===== config.mk =====
export PLATFORM = sky130hd
export DESIGN_NAME = ser_tx_dbuf
export DESIGN_NICKNAME = d
export VERILOG_FILES = /design/src/rtl/stx_pkg.sv /design/src/rtl/stx_hold_reg.sv /design/src/rtl/stx_bit_timer.sv /design/src/rtl/stx_shifter.sv /design/src/rtl/ser_tx_dbuf.sv
export SDC_FILE = /design/constraint.sdc
export NUM_CORES = 1
export LEC_CHECK = 0
export BUFFER_PORTS_ARGS = -buffer_cell sky130_fd_sc_hd__buf_2
export CELL_PAD_IN_SITES_DETAIL_PLACEMENT = 2
export CELL_PAD_IN_SITES_GLOBAL_PLACEMENT = 2
export CORE_MARGIN = 5
export CORE_UTILIZATION = 34
export CTS_BUF_LIST = sky130_fd_sc_hd__clkbuf_8
export DETAILED_ROUTE_END_ITERATION = 10
export PLACE_DENSITY = 0.83
export SLEW_MARGIN = 30
export SYNTH_ARGS = -nofsm -noshare
export SYNTH_HDL_FRONTEND = slang
export SYNTH_HIERARCHICAL = 1
export SYNTH_SLANG_ARGS = --single-unit

===== constraint.sdc =====
create_clock -name clk -period 2.71 [get_ports clk]
set_clock_uncertainty 0.05 [all_clocks]
set_input_delay 0.542 -clock clk [delete_from_list [all_inputs] [get_ports clk]]
set_output_delay 0.542 -clock clk [all_outputs]
set_load 0.02 [all_outputs]

===== src/rtl/stx_pkg.sv =====
// Shared types for the double-buffered serial transmitter.
// Assumes nothing beyond being compiled first.
package stx_pkg;
    // What the boundary arbiter loads into the shifter.
    typedef enum logic [1:0] {
        LD_NONE  = 2'd0,
        LD_DATA  = 2'd1,
        LD_BREAK = 2'd2
    } load_kind_e;
endpackage


===== src/rtl/stx_hold_reg.sv =====
// Parallel holding register in front of the shifter.
// Captures a host write only when empty; emptied when the shifter takes it.
// Assumes 'take' is raised only while the register is full.
module stx_hold_reg #(
    parameter int DATA_W = 8
) (
    input  logic              clk,
    input  logic              rst_n,
    input  logic              wr_en,
    input  logic [DATA_W-1:0] wr_data,
    input  logic              wr_bit9,
    input  logic              take,
    output logic              hold_empty,
    output logic [DATA_W:0]   hold_word
);
    // Fill on a write to an empty register, drain on transfer.
    always_ff @(posedge clk) begin
        if (!rst_n) begin
            hold_empty <= 1'b1;
            hold_word  <= '0;
        end else if (take) begin
            hold_empty <= 1'b1;
        end else if (wr_en && hold_empty) begin
            hold_word  <= {wr_bit9, wr_data};
            hold_empty <= 1'b0;
        end
    end

    p_fill_r3: assert property (@(posedge clk) disable iff (!rst_n)
        (hold_empty && wr_en) |=> !hold_empty);

    p_ignore_full_r4: assert property (@(posedge clk) disable iff (!rst_n)
        (!hold_empty && wr_en && !take) |=> (!hold_empty && $stable(hold_word)));

    p_take_full_r5: assert property (@(posedge clk) disable iff (!rst_n)
        take |-> !hold_empty);
endmodule


===== src/rtl/stx_bit_timer.sv =====
// Bit and frame timer: counts baud ticks within a bit and bits within a frame.
// Restarted on each frame load, with the frame length latched at that moment.
// Assumes frame_bits is at least 1 and 'active' is high only during a frame.
module stx_bit_timer #(
    parameter int TICKS = 16,
    parameter int IDX_W = 4
) (
    input  logic             clk,
    input  logic             rst_n,
    input  logic             restart,
    input  logic [IDX_W-1:0] frame_bits,
    input  logic             active,
    input  logic             baud_tick,
    output logic             bit_end,
    output logic             frame_end
);
    localparam int CNT_W = (TICKS > 1) ? $clog2(TICKS) : 1;

    logic [CNT_W-1:0] tick_cnt;
    logic [IDX_W-1:0] bit_idx;
    logic [IDX_W-1:0] frame_len;

    // A bit ends on the last tick of its slot; a frame ends on its last bit.
    always_comb begin
        bit_end   = active && baud_tick && (tick_cnt == CNT_W'(TICKS - 1));
        frame_end = bit_end && (bit_idx == frame_len - IDX_W'(1));
    end

    // Advance the tick and bit counters; restart wins over everything.
    always_ff @(posedge clk) begin
        if (!rst_n) begin
            tick_cnt  <= '0;
            bit_idx   <= '0;
            frame_len <= '0;
        end else if (restart) begin
            tick_cnt  <= '0;
            bit_idx   <= '0;
            frame_len <= frame_bits;
        end else if (bit_end) begin
            tick_cnt  <= '0;
            bit_idx   <= bit_idx + IDX_W'(1);
        end else if (active && baud_tick) begin
            tick_cnt  <= tick_cnt + CNT_W'(1);
        end
    end

    p_idx_in_frame_r2: assert property (@(posedge clk) disable iff (!rst_n)
        active |-> (bit_idx < frame_len));
endmodule


===== src/rtl/stx_shifter.sv =====
// Serial shift register driving the line.
// Loaded only from the arbiter (data or break pattern), shifts right on each
// bit end filling with ones, and returns the line high when a frame ends.
// Assumes 'load' and 'frame_end' come from the same frame timing.
module stx_shifter #(
    parameter int SH_W = 11
) (
    input  logic            clk,
    input  logic            rst_n,
    input  logic            load,
    input  logic            load_brk,
    input  logic [SH_W-1:0] load_word,
    input  logic            bit_end,
    input  logic            frame_end,
    output logic            busy,
    output logic            brk_frame,
    output logic            txd
);
    logic [SH_W-1:0] sh;

    // Line level: shifter LSB during a frame, idle high otherwise.
    always_comb txd = busy ? sh[0] : 1'b1;

    // Load, shift, or retire the frame.
    always_ff @(posedge clk) begin
        if (!rst_n) begin
            busy      <= 1'b0;
            brk_frame <= 1'b0;
            sh        <= '1;
        end else if (load) begin
            busy      <= 1'b1;
            brk_frame <= load_brk;
            sh        <= load_word;
        end else if (frame_end) begin
            busy      <= 1'b0;
            brk_frame <= 1'b0;
            sh        <= '1;
        end else if (bit_end) begin
            sh        <= {1'b1, sh[SH_W-1:1]};
        end
    end

    p_start_low_r1: assert property (@(posedge clk) disable iff (!rst_n)
        $rose(busy) |-> !txd);

    p_break_low_r9: assert property (@(posedge clk) disable iff (!rst_n)
        (busy && brk_frame) |-> !txd);
endmodule


===== src/rtl/ser_tx_dbuf.sv =====
// Double-buffered asynchronous serial transmitter, top level.
// Arbitrates at each frame boundary between a break, a queued character and
// idle; builds the framed word for 8- or 9-bit mode; tracks completion.
// Assumes nine_bit_mode is steady while a frame is in progress.
module ser_tx_dbuf #(
    parameter int DATA_W = 8,
    parameter int TICKS  = 16
) (
    input  logic              clk,
    input  logic              rst_n,
    input  logic              baud_tick,
    input  logic              wr_en,
    input  logic [DATA_W-1:0] wr_data,
    input  logic              wr_bit9,
    input  logic              nine_bit_mode,
    input  logic              tx_enable,
    input  logic              send_break,
    output logic              hold_empty,
    output logic              tx_done,
    output logic              txd
);
    import stx_pkg::*;

    localparam int SH_W  = DATA_W + 3;
    localparam int IDX_W = $clog2(SH_W + 1);

    logic [DATA_W:0]  hold_word;
    logic             busy, brk_frame, bit_end, frame_end, boundary;
    logic [SH_W-1:0]  load_word;
    logic [IDX_W-1:0] frame_bits;
    load_kind_e       kind;

    // Frame boundary arbitration: break first, then queued data.
    always_comb begin
        boundary = !busy || frame_end;
        kind     = LD_NONE;
        if (boundary && tx_enable) begin
            if (send_break)       kind = LD_BREAK;
            else if (!hold_empty) kind = LD_DATA;
        end
    end

    // Frame length and framed word for the selected mode.
    always_comb begin
        frame_bits = nine_bit_mode ? IDX_W'(DATA_W + 3) : IDX_W'(DATA_W + 2);
        if (kind == LD_BREAK)
            load_word = '0;
        else if (nine_bit_mode)
            load_word = {1'b1, hold_word[DATA_W], hold_word[DATA_W-1:0], 1'b0};
        else
            load_word = {2'b11, hold_word[DATA_W-1:0], 1'b0};
    end

    // Completion flag: clear on any load, set when a frame ends unreplaced.
    always_ff @(posedge clk) begin
        if (!rst_n)
            tx_done <= 1'b1;
        else if (kind != LD_NONE)
            tx_done <= 1'b0;
        else if (frame_end)
            tx_done <= 1'b1;
    end

    stx_hold_reg #(.DATA_W(DATA_W)) u_hold (
        .clk        (clk),
        .rst_n      (rst_n),
        .wr_en      (wr_en),
        .wr_data    (wr_data),
        .wr_bit9    (wr_bit9),
        .take       (kind == LD_DATA),
        .hold_empty (hold_empty),
        .hold_word  (hold_word)
    );

    stx_bit_timer #(.TICKS(TICKS), .IDX_W(IDX_W)) u_timer (
        .clk        (clk),
        .rst_n      (rst_n),
        .restart    (kind != LD_NONE),
        .frame_bits (frame_bits),
        .active     (busy),
        .baud_tick  (baud_tick),
        .bit_end    (bit_end),
        .frame_end  (frame_end)
    );

    stx_shifter #(.SH_W(SH_W)) u_shift (
        .clk        (clk),
        .rst_n      (rst_n),
        .load       (kind != LD_NONE),
        .load_brk   (kind == LD_BREAK),
        .load_word  (load_word),
        .bit_end    (bit_end),
        .frame_end  (frame_end),
        .busy       (busy),
        .brk_frame  (brk_frame),
        .txd        (txd)
    );

    p_done_clear_r7: assert property (@(posedge clk) disable iff (!rst_n)
        $rose(busy) |-> !tx_done);

    p_no_start_disabled_r8: assert property (@(posedge clk) disable iff (!rst_n)
        (!tx_enable && !busy) |=> !busy);

    p_back_to_back_r6: assert property (@(posedge clk) disable iff (!rst_n)
        (frame_end && tx_enable && !hold_empty) |=> (busy && !txd));

    p_break_first_r10: assert property (@(posedge clk) disable iff (!rst_n)
        (boundary && tx_enable && send_break && !hold_empty) |=> (!hold_empty && brk_frame));
endmodule


Yosys cells after proc, flatten, opt, wreduce, memory -nomap -nowiden
Index checks and enable logic that the tools add are counted.

cells by class
  add/subtract/negate cells = 3
  equality and inequality tests = 4
  multiplexer cells = 14
  bitwise logic cells = 2
  reduce and logical (&&, ||, !) cells = 14

operators by type and width
  kind                 number
  $mux 11              4
  $mux 10              1
  $add 4x1->4 const B  2
  $mux 1               7
  $logic_and 1x1->1    5
  $eq 4x4->1           1
  $eq 4x4->1 const B   1
  $mux 2               2
  $reduce_bool 2->1    2
  $reduce_or 2->1      2
  $sub 4x1->4 const B  1
  $reduce_bool 3->1    1
  $reduce_or 3->1      1
  $eq 2x1->1 const B   1
  $eq 2x2->1 const B   1
  $not 1->1            2
  $reduce_and 2->1     1
  $logic_not 1->1      1
  $logic_or 1x1->1     1

word-level totals
  register bits after elaboration = 35

Depth between registers and ports, before layout
Gate-level depths: netlist of the first run.

  word-level depth = 9
  gate-level depth with buffers = 12
  mapped depth without buffers = 10

Modules after synthesis
Netlist of the first run, hierarchy kept.

by module, submodules not included
  module         times used  cells an instance  area an instance (um^2)  seq. area each (um^2)
  stx_shifter    1           69                 678.2                    260.2
  stx_bit_timer  1           69                 649.4                    240.2
  stx_hold_reg   1           43                 406.6                    200.2
  ser_tx_dbuf    1           33                 216.5                    20.0

Worst setup path after synthesis of the first run
OpenSTA, ideal clock, no wires.

  path type = register -> register
  start = reg u_timer.frame_len[0]
  end = reg u_timer.bit_idx[2]
  library setup time = 0.116 ns
  arrival = 2.420 ns
  path slack = 0.125 ns
  cell stages (with the launch flop) = 13
  buffers on the path = 2
  clock period less this slack = 2.585 ns
  path through = dfxtp_1 inv_1 ha_1 xor2_1 nand4_1 nor3_1 nand2b_4 and3_2 buf_6 nand2b_4 buf_6 nor2_1 a31o_1

on the way
  word-level cells in the longest chain between the ends = 8

RTL lines
  what                              RTL line             source
  from (decl)                       stx_bit_timer.sv:21  logic [IDX_W-1:0] frame_len;
  from (signal assigned)            stx_bit_timer.sv:38  frame_len <= frame_bits;
  $sub 4x1->4                       stx_bit_timer.sv:26  frame_end = bit_end && (bit_idx == frame_len - IDX_W'(1));
  $eq 4x4->1                        stx_bit_timer.sv:26
  $logic_and 1x1->1                 stx_bit_timer.sv:26
  net frame_end                     ser_tx_dbuf.sv:28    logic busy, brk_frame, bit_end, frame_end, boundary;
  $logic_or 1x1->1                  ser_tx_dbuf.sv:35    boundary = !busy || frame_end;
  $logic_and 1x1->1                 ser_tx_dbuf.sv:37    if (boundary && tx_enable) begin
  $mux 2                            ser_tx_dbuf.sv:37
  $reduce_bool 2->1                 ser_tx_dbuf.sv:78    .restart (kind != LD_NONE),
  $reduce_or 2->1 (no source line)  --
  to (signal assigned)              stx_bit_timer.sv:41  bit_idx <= bit_idx + IDX_W'(1);
  to (decl)                         stx_bit_timer.sv:20  logic [IDX_W-1:0] bit_idx;

The timed path passes the listed nets, and every way through them passes these cells.
A chain may end at the register's enable or synchronous reset.

Worst setup path after layout of the first run
  start = reg u_timer.frame_len[1]
  end = reg u_shift.sh[10]

on the way
  word-level cells in the longest chain between the ends = 9

RTL lines
  what                  RTL line             source
  $sub 4x1->4 *         stx_bit_timer.sv:26
  $eq 4x4->1 *          stx_bit_timer.sv:26
  $logic_and 1x1->1 *   stx_bit_timer.sv:26
  net frame_end         ser_tx_dbuf.sv:28
  $logic_or 1x1->1      ser_tx_dbuf.sv:35
  $logic_and 1x1->1     ser_tx_dbuf.sv:37
  $mux 2                ser_tx_dbuf.sv:37
  $eq 2x2->1            --
  $mux 11               ser_tx_dbuf.sv:46    if (kind == LD_BREAK)
  $mux 11               stx_shifter.sv:30    end else if (load) begin
  to (signal assigned)  stx_shifter.sv:33    sh <= load_word;
  to (signal assigned)  stx_shifter.sv:39    sh <= {1'b1, sh[SH_W-1:1]};
  to (decl)             stx_shifter.sv:19    logic [SH_W-1:0] sh;

The timed path passes the listed nets; every way through them passes the cells marked *.

==> results of run 1 <==
-- stage by stage --
step                      std cells  hold slack (ps)  total power [mW]   util  setup WS, ps
after floorplan                 211              385             0.724      -           183
after global placement          296              394             0.761  0.376           127
after detailed placement        296              408             0.771  0.376          12.5
after CTS                       304              425              1.20  0.394          77.0
after global routing            306              435              1.26  0.399          67.3
final                           306              418              1.19  0.399           215
-- sequential cells by signal (all words and copies together) (netlist names) --
register / flops
u_shift/busy: 1
u_shift/sh: 11
u_timer/tick_cnt: 4
u_hold/hold_word: 9
tx_done: 1
u_timer/bit_idx: 4
u_timer/frame_len: 4
u_hold/hold_empty: 1
-- cell type report --
type	instances	share of cell area
tap	72	0.0413
inverter	22	0.0378
timing repair buffer	29	0.0791
multi-input combinational	140	0.475
sequential	35	0.321
clock inverter	1	0.00172
clock buffer	7	0.0442
-- power groups by stage --
stage          logic (mW)  registers [mW]  clock network [mW]
2_1_floorplan       0.148           0.576                   0
3_3_place_gp        0.187           0.574                   0
3_5_place_dp        0.194           0.576                   0
4_1_cts             0.197           0.565               0.437
5_1_grt             0.226           0.569               0.463
6_report            0.203           0.565               0.422
-- how the worst min path moves through the flow --
stage                                    from                  end  slack, ps  depth (start not counted)
after floorplan           u_hold/hold_word[0]  u_hold/hold_word[0]        380                          2
after global placement    u_hold/hold_word[1]  u_hold/hold_word[1]        390                          2
after detailed placement  u_hold/hold_word[0]  u_hold/hold_word[0]        410                          2
after CTS                 u_hold/hold_word[0]  u_hold/hold_word[0]        430                          2
after global routing      u_hold/hold_word[2]  u_hold/hold_word[2]        440                          2
final                     u_hold/hold_word[2]  u_hold/hold_word[2]        420                          2
-- worst register-to-register path, delay by kind of cell (launching register included) --
family	cells	cell delay, ps
adder cells (fa/ha/maj)	1	290
buffers and inverters	2	260
flip-flops	1	370
AO/OA/AOI/OAI	1	180
XOR/XNOR	1	150
AND/OR/NAND/NOR	5	1080
-- per-layer routing --
metal | global-route usage | part of all wire | wire length (um) | up-vias
met3 | 0.0340 | 0.028 | 140 | 5
met5 | 0 | 0 | 0 | -
met4 | 0.0432 | 0.0086 | 43 | 0
li1 | - | - | - | 772
met1 | 0.183 | 0.47 | 2340 | 735
met2 | 0.243 | 0.49 | 2460 | 21
-- repair_timing --
action,in CTS,in global routing
setup endpoints to repair,0,12
gates resized for setup,0,2
setup buffers,0,2
==> run metrics, run 1 <==
status finished, final reports clean; grt total ovfl 0; Net Sw Frac 0.276; most frequent cells in the layout 35 x dfxtp_1, 23 x inv_1, 21 x nand2_1; die height 84.8 um; Reg area 701 um2; Rows 27; Fillers 630; DP HPWL 3410 um; multi-input logic area 0.00104 mm2; worst setup path startpoint u_timer/frame_len[1]; Crit. path cell count 10; pin count of the biggest net entering global routing 23; CP Buf/Inv Count 2; die area 0.00719 mm2; Rel. slew slack 0.657; Worst path top cell family by delay simple AND/OR/NAND/NOR gates; Inserted Diodes 0; vias in the first global route 1,679; CP max stage delay 460 ps; Post-Syn Area per Cell 9.11 um2; Tcrit/Tclk final 0.921; Worst Setup End Kind flip-flop; CTS root buf clkbuf_8; leakage 0.906 nW; RSZ-0062 raised after global routing no; critical path cell sequence inv_1 -> ha_1 -> xor2_1 -> nand4_1 -> nor3_2 -> nand2b_4 -> and3_2 -> buf_4 -> nor4_1 -> o21ai_1; clk buf depth 2; Worst Path Arrival 2590 ps; Skew-Pair Late Insertion Delay 290 ps; first-pass GRT wire length 8340 um; die width 84.8 um; Int Pwr 862 uW; VDD IR max 226 uV; H-Tree Depth 2; crit-path max FO 17; synthesis-to-finish area growth 14.7%; CTS tree yes; Vias/cell 5.01; setup_tns 0 ps; Logic pwr share 0.170; Final ANT Viol Nets 0; max-cap violations 0; Placer Congestion 0.752; R2R cell count 10; clk sinks 35; Final Hold Vio Count 0; hold crit path type reg2reg; DR DRC count 0; starting density of the core 0.348; Port Buffers 18; gr usage total 0.144; wire length per cell 16.3 um; CP max stage cell nor4_1; placed cell area 0.00206 mm2; R2R Setup Slk 220 ps; initial antenna violation count 0; DRT Pass-1 Iters 4; Clock Pin Slew Worst Setup and Hold Paths 70 ps; 1st-iter DRT viols 56; Max Freq 401 MHz; NetSw 328 uW; most common cell after layout, fill and taps aside dfxtp_1; Clk pwr share 0.355; # nets final 252; Cells after Synth 209; fin area 0.00218 mm2; share of layout cells above drive strength 1 0.235; reg2reg start u_timer/frame_len[1]; Setup CP Type reg2reg; Req. time, crit path 2810 ps; Worst-Margin Slew 514 ps; PwrDens 545 mW/mm2; crit path capture u_shift/sh[10]; pins over their slew limit 0; vias 1,533; core area 0.00547 mm2; crit start category flip-flop; Synth Cell Area 0.00190 mm2; final setup vio count 0; fin crit period 2490 ps; WL final 4980 um; yosys warns 6; CTS Buf Count 5; sequential share of power 0.475; reg2reg end u_shift/sh[10]; CTS Hold Bufs 0; IO Pins 19
Power figures use the tool's default switching activity.
==> run 2, diff against run 1 <==
--- a/config.mk
+++ b/config.mk
@@ -5,13 +5,14 @@
 export SDC_FILE = /design/constraint.sdc
 export NUM_CORES = 1
 export LEC_CHECK = 0
-export BUFFER_PORTS_ARGS = -buffer_cell sky130_fd_sc_hd__buf_2
+export BUFFER_PORTS_ARGS = -buffer_cell sky130_fd_sc_hd__buf_4
 export CELL_PAD_IN_SITES_DETAIL_PLACEMENT = 2
 export CELL_PAD_IN_SITES_GLOBAL_PLACEMENT = 2
 export CORE_MARGIN = 5
 export CORE_UTILIZATION = 34
 export CTS_BUF_LIST = sky130_fd_sc_hd__clkbuf_8
 export DETAILED_ROUTE_END_ITERATION = 10
+export MAX_ROUTING_LAYER = met4
 export PLACE_DENSITY = 0.83
 export SLEW_MARGIN = 30
 export SYNTH_ARGS = -nofsm -noshare
==> run 2 against run 1 <==
  * Utilization grew 0.21 points
  * Die area is the same
  * Global-route usage shrank 0.23 points
  * Clock power is essentially flat
  * Combinational power is essentially flat
  * Flip-flop and latch count is the same
  * Routed wire length shrank 4.2%
==> run metrics, run 2 (same netlist as run 1, synthesis figures left out) <==
most common cell after layout, fill and taps aside dfxtp_1; IO Pins 19 (unchanged); gr busiest metal met2; CTS Hold Bufs 0 (unchanged); Clock Pin Slew Worst Setup and Hold Paths 70 ps (about the same); Inserted Diodes 0 (unchanged); RSZ-0062 raised after global routing no; clk buf depth 2 (unchanged); max-cap violations 0 (unchanged); Rows 27 (unchanged); placed insts 293 (-1.0%); pins over their slew limit 0 (unchanged); M1 GR Usage 0.167 (-0.0157); crit-path max FO 18 (+1); DRT Pass-1 Iters 4 (unchanged); CTS resizes 0 (unchanged); 1st-iter DRT viols 52 (-7.1%); Worst-Margin Slew 740 ps (+226 ps); wire length per cell 15.9 um (-2.6%); Setup CP Type reg2reg; CTS tree yes; die width 84.8 um (unchanged); PwrDens 542 mW/mm2 (-0.52%); grt met3 use 0.0369 (+0.00291); DP HPWL 3360 um (-1.4%); sequential share of power 0.475 (about the same); Placer Congestion 0.790 (+5.1%); Logic pwr share 0.169 (about the same); DR DRC count 0 (unchanged); first-pass GRT wire length 7960 um (-4.6%); H-Tree Depth 2 (unchanged); Final Hold Vio Count 0 (unchanged); fin worst setup slack 223 ps (+8.22 ps); clk sinks 35 (unchanged); Port Buffers 18 (unchanged); core area 0.00547 mm2 (unchanged); post-route insts no fill 301 (-1.6%); leakage 0.899 nW (-0.73%); placed cell area 0.00208 mm2 (+1.1%); gr usage total 0.142 (-0.00229); setup bufs post-CTS 0 (unchanged); Vias/cell 5.04 (+0.60%); hold crit path type reg2reg; grt total ovfl 0 (unchanged); setup_tns 0 ps (unchanged); worst setup path startpoint u_timer/frame_len[0]; # nets final 247 (-2.0%); Max Freq 402 MHz (+0.33%); share of layout cells above drive strength 1 0.218 (-0.0167); Tcrit/Tclk final 0.918 (-0.00303); starting density of the core 0.348 (unchanged); VDD IR max 239 uV (+5.6%); crit start category flip-flop; Int Pwr 865 uW (+0.43%); final setup vio count 0 (unchanged); CTS root buf clkbuf_8; Largest Register u_shift/sh; CTS Buf Count 5 (unchanged); reg2reg start u_timer/frame_len[0]; pin count of the biggest net entering global routing 40 (+74%); initial antenna violation count 0 (unchanged); worst slack, placed 80.1 ps (+67.6 ps); vias in the first global route 1,602 (-4.6%); fin area 0.00219 mm2 (+0.52%); Hold Path Origin u_hold/hold_word[1]; max reg flops 11 (unchanged); die area 0.00719 mm2 (unchanged); NetSw 324 uW (-1.2%); Worst Path Arrival 2660 ps (+70 ps); top flop regs u_shift/sh: 11 flops, u_hold/hold_word: 9 flops; Req. time, crit path 2880 ps (+70 ps); Skew-Pair Late Insertion Delay 290 ps (about the same); vias 1,517 (-1.0%); Util after Layout 0.401 (+0.00206); Rel. slew slack 0.506 (-0.151); Clk pwr share 0.355 (about the same); most frequent cells in the layout 35 x dfxtp_1, 23 x inv_1, 23 x buf_4; Worst Setup End Kind flip-flop; die height 84.8 um (unchanged); synthesis-to-finish area growth 15.3%; Net Sw Frac 0.273 (-0.00315); fin crit period 2490 ps (-8.22 ps); Final ANT Viol Nets 0 (unchanged); WL final 4770 um (-4.2%); status finished, final reports clean; routing usage on met2 0.236 (-0.00783)
run 2: routing by layer:
metal  vias to the layer above  share of wire  wire [um]
met3                         8          0.035        168
met4                         0          0.015         72
met1                       727           0.45       2130
met5                         -              0          0
li1                        761              -          -
met2                        21           0.50       2400
run 2: worst paths after layout:
| path | end | slack, ps | depth (start not counted) |
|---|---|---|---|
| setup / recovery | u_shift/sh[2] | 220 | 11 |
| hold / removal | u_hold/hold_word[1] | 410 | 2 |
| setup reg to reg | u_shift/sh[2] | 220 | 11 |
| hold reg to reg | u_hold/hold_word[1] | 410 | 2 |
run 2: critical path, stage by stage (launching register included):
cell,delay (ps)
dfxtp_1,380
inv_1,60
ha_1,300
xor2_1,150
nand4_1,140
nor3_2,240
nand2b_4,170
and3_2,290
buf_6,200
buf_4,170
a211oi_1,70
o221ai_2,190
run 2: power by group through the flow:
stage	clock [mW]	combinational, mW	sequential [mW]
2_1_floorplan	0	0.148	0.576
3_3_place_gp	0	0.191	0.575
5_1_grt	0.462	0.222	0.570
3_5_place_dp	0	0.198	0.578
4_1_cts	0.439	0.200	0.566
6_report	0.423	0.202	0.565
run 2: per-stage QoR:
step                      power [mW]  hold slack (ps)
after floorplan                0.724              385
after global placement         0.766              395
after detailed placement       0.776              408
after CTS                       1.21              419
after global routing            1.25              438
final                           1.19              414
run 2: cell type report:
cell class                 instances  area [um2]
sequential                        35         701
multi-input combinational        140        1040
fill                             629        3280
timing repair buffer              24         184
clock inverter                     1        3.75
clock buffer                       7        96.3
inverter                          22        82.6
tap                               72        90.1
